==> config.mk <==
export PLATFORM = sky130hd
export DESIGN_NAME = param_access_ctrl
export DESIGN_NICKNAME = d
export VERILOG_FILES = /design/src/rtl/param_access_ctrl.sv
export SDC_FILE = /design/constraint.sdc
export NUM_CORES = 1
export LEC_CHECK = 0
export CELL_PAD_IN_SITES_DETAIL_PLACEMENT = 1
export CELL_PAD_IN_SITES_GLOBAL_PLACEMENT = 2
export CORE_ASPECT_RATIO = 2
export CORE_MARGIN = 2
export CORE_UTILIZATION = 28
export DETAILED_ROUTE_END_ITERATION = 10
export DONT_BUFFER_PORTS = 1
export PLACE_DENSITY = 0.57
export SETUP_SLACK_MARGIN = 0.2
export SLEW_MARGIN = 20
export SYNTH_ARGS = -nofsm -noshare
export SYNTH_HDL_FRONTEND = slang
export SYNTH_SLANG_ARGS = --single-unit
==> constraint.sdc <==
create_clock -name clk -period 3.1 [get_ports clk]
set_input_delay 0.775 -clock clk [delete_from_list [all_inputs] [get_ports clk]]
set_output_delay 0.775 -clock clk [all_outputs]
set_load 0.02 [all_outputs]
==> src/rtl/param_access_ctrl.sv <==
module param_access_ctrl #(
  parameter int DW  = 12,
  parameter int STW = 5,
  parameter int PGW = 3
) (
  input  logic          clk,
  input  logic          rst_n,
  input  logic          rd_req,
  input  logic          wr_req,
  input  logic [2:0]    prm_sel,
  input  logic [DW-1:0] wr_data,
  input  logic          reconfig,
  input  logic          timer_rst,
  output logic          busy,
  output logic [DW-1:0] rd_data,
  output logic          reconfig_go,
  output logic          wd_kick
);
  localparam int TLO  = PGW;
  localparam int EBIT = PGW + DW;
  localparam int ABIT = EBIT + 1;
  localparam int SLO  = ABIT + 1;
  localparam int WW   = SLO + STW;
  localparam int CNW  = $clog2(WW + 1);

  typedef enum logic [2:0] {S_IDLE, S_SHORT, S_CAP, S_SHF, S_RDONE, S_UPD} st_t;

  st_t            st;
  logic [PGW-1:0] upd_pg, ctl_pg;
  logic [DW-1:0]  upd_tmo, ctl_tmo;
  logic           upd_en, ctl_en, app;
  logic [STW-1:0] stat;
  logic [WW-1:0]  sr, acc, edw, cap_word;
  logic [DW-1:0]  op_dat;
  logic [2:0]     op_code;
  logic           op_wr;
  logic [CNW-1:0] cnt;
  logic           accept, go_long;

  function automatic logic rd_ok(input logic [2:0] c);
    return (c == 3'd0) || (c == 3'd2) || (c == 3'd3) || (c == 3'd4) || (c == 3'd5);
  endfunction

  function automatic logic wr_ok(input logic [2:0] c);
    return (c == 3'd2) || (c == 3'd3) || (c == 3'd4);
  endfunction

  function automatic logic [WW-1:0] edit(input logic [WW-1:0] w, input logic [2:0] c,
                                         input logic [DW-1:0] d);
    logic [WW-1:0] r;
    r = w;
    case (c)
      3'd2: r[TLO +: DW] = d;
      3'd3: r[EBIT] = d[0];
      3'd4: r[0 +: PGW] = d[PGW-1:0];
      default: ;
    endcase
    return r;
  endfunction

  function automatic logic [DW-1:0] pick(input logic [WW-1:0] w, input logic [2:0] c);
    logic [DW-1:0] r;
    r = '0;
    case (c)
      3'd0: r[STW-1:0] = w[SLO +: STW];
      3'd2: r = w[TLO +: DW];
      3'd3: r[0] = w[EBIT];
      3'd4: r[PGW-1:0] = w[0 +: PGW];
      3'd5: r[0] = w[ABIT];
      default: ;
    endcase
    return r;
  endfunction

  assign wd_kick  = timer_rst;
  assign accept   = (rd_req || wr_req) && !busy;
  assign go_long  = wr_req ? wr_ok(prm_sel) : rd_ok(prm_sel);
  assign cap_word = app ? {stat, app, ctl_en, ctl_tmo, ctl_pg}
                        : {stat, app, upd_en, upd_tmo, upd_pg};

  always_ff @(posedge clk or negedge rst_n) begin
    if (!rst_n) begin
      st <= S_IDLE;
      busy <= 1'b0;
      rd_data <= '0;
      reconfig_go <= 1'b0;
      upd_pg <= '0; upd_tmo <= '0; upd_en <= 1'b0;
      ctl_pg <= '0; ctl_tmo <= '0; ctl_en <= 1'b0;
      app <= 1'b0;
      stat <= '0;
      sr <= '0; acc <= '0; edw <= '0;
      op_dat <= '0; op_code <= '0; op_wr <= 1'b0;
      cnt <= '0;
    end else begin
      reconfig_go <= 1'b0;
      case (st)
        S_IDLE: begin
          if (accept) begin
            busy    <= 1'b1;
            op_wr   <= wr_req;
            op_code <= prm_sel;
            op_dat  <= wr_data;
            st      <= go_long ? S_CAP : S_SHORT;
          end else if (reconfig) begin
            reconfig_go <= 1'b1;
            if (app) begin
              app  <= 1'b0;
              stat <= STW'(8);
            end else begin
              app     <= 1'b1;
              stat    <= STW'(4);
              ctl_pg  <= upd_pg;
              ctl_tmo <= upd_tmo;
              ctl_en  <= upd_en;
            end
          end
        end
        S_SHORT: begin
          busy    <= 1'b0;
          rd_data <= '0;
          st      <= S_IDLE;
        end
        S_CAP: begin
          sr  <= cap_word;
          edw <= edit(cap_word, op_code, op_dat);
          cnt <= '0;
          st  <= S_SHF;
        end
        S_SHF: begin
          sr  <= {edw[cnt], sr[WW-1:1]};
          acc <= {sr[0], acc[WW-1:1]};
          cnt <= cnt + 1'b1;
          if (cnt == CNW'(WW - 1)) st <= op_wr ? S_UPD : S_RDONE;
        end
        S_RDONE: begin
          rd_data <= pick(acc, op_code);
          busy    <= 1'b0;
          st      <= S_IDLE;
        end
        S_UPD: begin
          if (!app) begin
            upd_pg  <= sr[0 +: PGW];
            upd_tmo <= sr[TLO +: DW];
            upd_en  <= sr[EBIT];
          end
          busy <= 1'b0;
          st   <= S_IDLE;
        end
        default: st <= S_IDLE;
      endcase
    end
  end
endmodule

==> key figures <==
Worst setup path
  – Cell count of the worst reg-to-reg path: 4
  – R2R Path End: rd_data[5]
  – Arrival time worst endpoint: 2.36 ns
  – Dominant cell type by count on the critical path: nor3b_2
  – Worst R2R Setup Slack: 1.09 ns
  – CP Class: register to register
  – Reg-to-reg startpoint: op_code[2]
  – Critical path's largest stage delay: 0.68 ns
  – Crit path capture: rd_data[5]
  – Critical Path RT: 3.45 ns
  – Crit path max fanout: 25
  – Max stage delay cell, worst path: nor3b_2
  – Nature of the critical path startpoint: register
  – CP cell instances: nor3b_2, buf_4, nor3b_2, a22o_1
  – Worst Setup SP: op_code[2]
  – Nature of the critical path endpoint: register

Drt
  – Final wirelength: 15800 um
  – Wire per inst: 18.9 um
  – Pre-antenna DRT Iters: 4
  – DRC violations left: 0
  – DR vias: 4043
  – Via/cell ratio: 4.82
  – Antenna-violating nets left: 0
  – 1st-iter DRT viols: 117

Die
  – Die Wd: 107 um
  – Initial Utilization: 28.5%
  – Row cnt: 75
  – DIE HEIGHT: 211 um
  – CORE AREA: 0.0210 sq mm
  – IO Count: 36
  – Die ar.: 0.0226 sq mm

Flow run
  – Max-cap violation count: 0

Yosys
  – Synth Flop Type: dfrtp_1
  – Syn_nets: 590
  – Register area share after synthesis: 56.1%
  – Ys Warns: 0
  – Synth cell types: 45
  – Synthesized area per cell: 10.5 sq um
  – Flop and latch count out of synthesis: 134
  – Cell count after synthesis: 567
  – Synth async-reset ratio: 100%
  – Synth Cell Area: 0.00598 sq mm
  – Post-synth EDFFs: 0

GRT
  – GR Overflow Total: 0
  – Vias in the first global route: 4564
  – Largest net degree at the start of global routing: 135
  – GRT Resource Usage Total: 15.2%
  – First-pass GRT wire length: 25800 um
  – Initial antenna violation count: 0

Layout
  – Nets: 581
  – Antenna diode count: 0
  – Fill cell count: 2391
  – Leading cell type in the layout, fill and taps excluded: dfrtp_1
  – Commonest non-fill, non-tap cells in the layout: dfrtp_1 (132), nand2_1 (119), o21ai_0 (47)
  – Area growth, synth to finish: 13.3%
  – Share of cells above drive strength 1: 16.7%

STA
  – Final worst path period need: 2.01 ns
  – Finish-stage setup viols: 0
  – Fin. max-slew vios: 0
  – RSZ-0062 raised after global routing: no
  – Rel. slew slack: 47.1%
  – Clock Skews: 0.00968 ns
  – Setup TNS: 0 ns
  – Worst-margin pin slew: 0.791 ns
  – Fmax achieved: 0.497 GHz
  – Final period util: 65.0%
  – Final Hold Vio Count: 0

Clocking
  – Post-CTS resize count: 0
  – Cell at the root of the clock tree: clkbuf_16
  – Post-CTS Setup Inserts: 0
  – # hold bufs at CTS: 0
  – CTS buffer count: 17
  – Skew-Pair Late Insertion Delay: 0.42 ns
  – CTS tree: built
  – Clock-pin transition on the worst setup and hold timing paths: 0.06 ns
  – CTS max path bufs: 2
  – H-tree depth: 4
  – TritonCTS Sinks: 134

Power
  – Total power: 5.34 mW
  – Logic pwr share: 17.5%
  – Leakage: 3.16 nW
  – Sw frac: 32.5%
  – Reg power frac: 45.5%
  – Clk network pwr share: 36.9%
  – Switching pwr: 1.74 mW
  – P_int: 3.60 mW
  – Power Density: 788 mW/mm^2
  – Peak VDD IR: 0.316 mV

Placement
  – GPL Wtd Cong: 0.699
  – Port Buffer Count: 0
  – DP HPWL: 10800 um

Worst hold path
  – Worst Hold Class: input port to asynchronous set/reset pin

Status
  – Status: finished, final reports clean
## kinds of logic (layout without fill, tap and decap cells)
| family | count (synthesis) | count (layout) | share of synthesized area [%] |
|---|---|---|---|
| AOI/OAI and AO/OA | 118 | 118 | 11.5 |
| DFF | 134 | 134 | 56.1 |
| muxes | 79 | 79 | 14.8 |
| xor gates and xnor gates | 1 | 1 | 0.146 |
| and+or+nand+nor | 191 | 191 | 13.7 |
| adders and majority gates | 2 | 2 | 0.418 |
| buffers and inverters | 42 | 45 | 3.35 |
## cell usage after synthesis (4+ instances only)
master    number  area share (%)
a21oi_1       41             3.4
a22o_1         7             1.0
a22oi_1        4            0.50
buf_2          7            0.59
buf_6          4            0.75
clkbuf_1      24             1.5
dfrtp_1      134              56
inv_1          6            0.38
mux2_2        42             7.9
mux2_4         8             2.0
mux2i_1       28             4.7
nand2_1      119             7.5
nand2b_1       4            0.42
nand3_1        8            0.67
nor2_1        41             2.6
nor2b_1        7            0.73
o21ai_0       47             3.9
## state kept, by name (all words and copies together) (netlist names), 2 cells and up
name     cells
rd_data     12
upd_pg       3
edw         18
op_dat      12
upd_tmo     12
ctl_tmo     12
stat         2
op_code      3
st           3
cnt          5
ctl_pg       3
sr          22
acc         22
## metrics by stage
step	setup slack [ns]	cell area, sq um	utilization [%]	instances	hold WS (ns)
after CTS	1.06	6780	32.2	839	0.0311
after global routing	0.944	6780	32.2	839	0.0252
after detailed placement	0.848	6200	29.5	808	0.470
after floorplan	1.10	5980	-	567	0.446
final	1.09	6780	32.2	839	0.0524
after global placement	0.897	6200	29.5	808	0.466
## how the worst min path moves through the flow
stage	start	endpoint	slack, ns	cells after the start
floorplan	acc[0]	acc[0]	0.45	2
global placement	edw[12]	edw[12]	0.47	2
detailed placement	edw[3]	edw[3]	0.47	2
CTS	rst_n	acc[17]	0.03	0
global route	rst_n	acc[17]	0.03	0
finish	rst_n	acc[17]	0.05	0
## worst max-delay path, delay by kind of cell, from the launching register on
kind | cells | cell delay [ns]
AOI/OAI and AO/OA | 1 | 0.23
DFF | 1 | 0.53
buffers and inverters | 1 | 0.30
and+or+nand+nor | 2 | 0.88
## power by group through the flow
| stage | logic [mW] | registers (mW) | clock network [mW] |
|---|---|---|---|
| finish | 0.936 | 2.43 | 1.97 |
| global placement | 0.939 | 2.46 | 0 |
| detailed placement | 0.965 | 2.47 | 0 |
| CTS | 0.967 | 2.44 | 2.04 |
| global route | 1.08 | 2.49 | 2.11 |
| floorplan | 0.845 | 2.23 | 0 |
## per-layer routing
metal,wire [um],global-route usage (%)
met5,0,0
met2,9050,29.0
met4,189,5.17
met3,350,3.33
met1,6260,16.2
## final cells by class
cell class                 instances  area (sq um)  share of cell area, %
sequential                       134          3360                   49.5
multi-input combinational        391          2430                   35.8
clock buffer                      19           443                   6.54
tap                              269           337                   4.97
clock inverter                    12           131                   1.94
timing repair buffer               8          60.1                  0.886
inverter                           6          22.5                  0.332
Note: power is estimated with default switching activity, not from simulation.
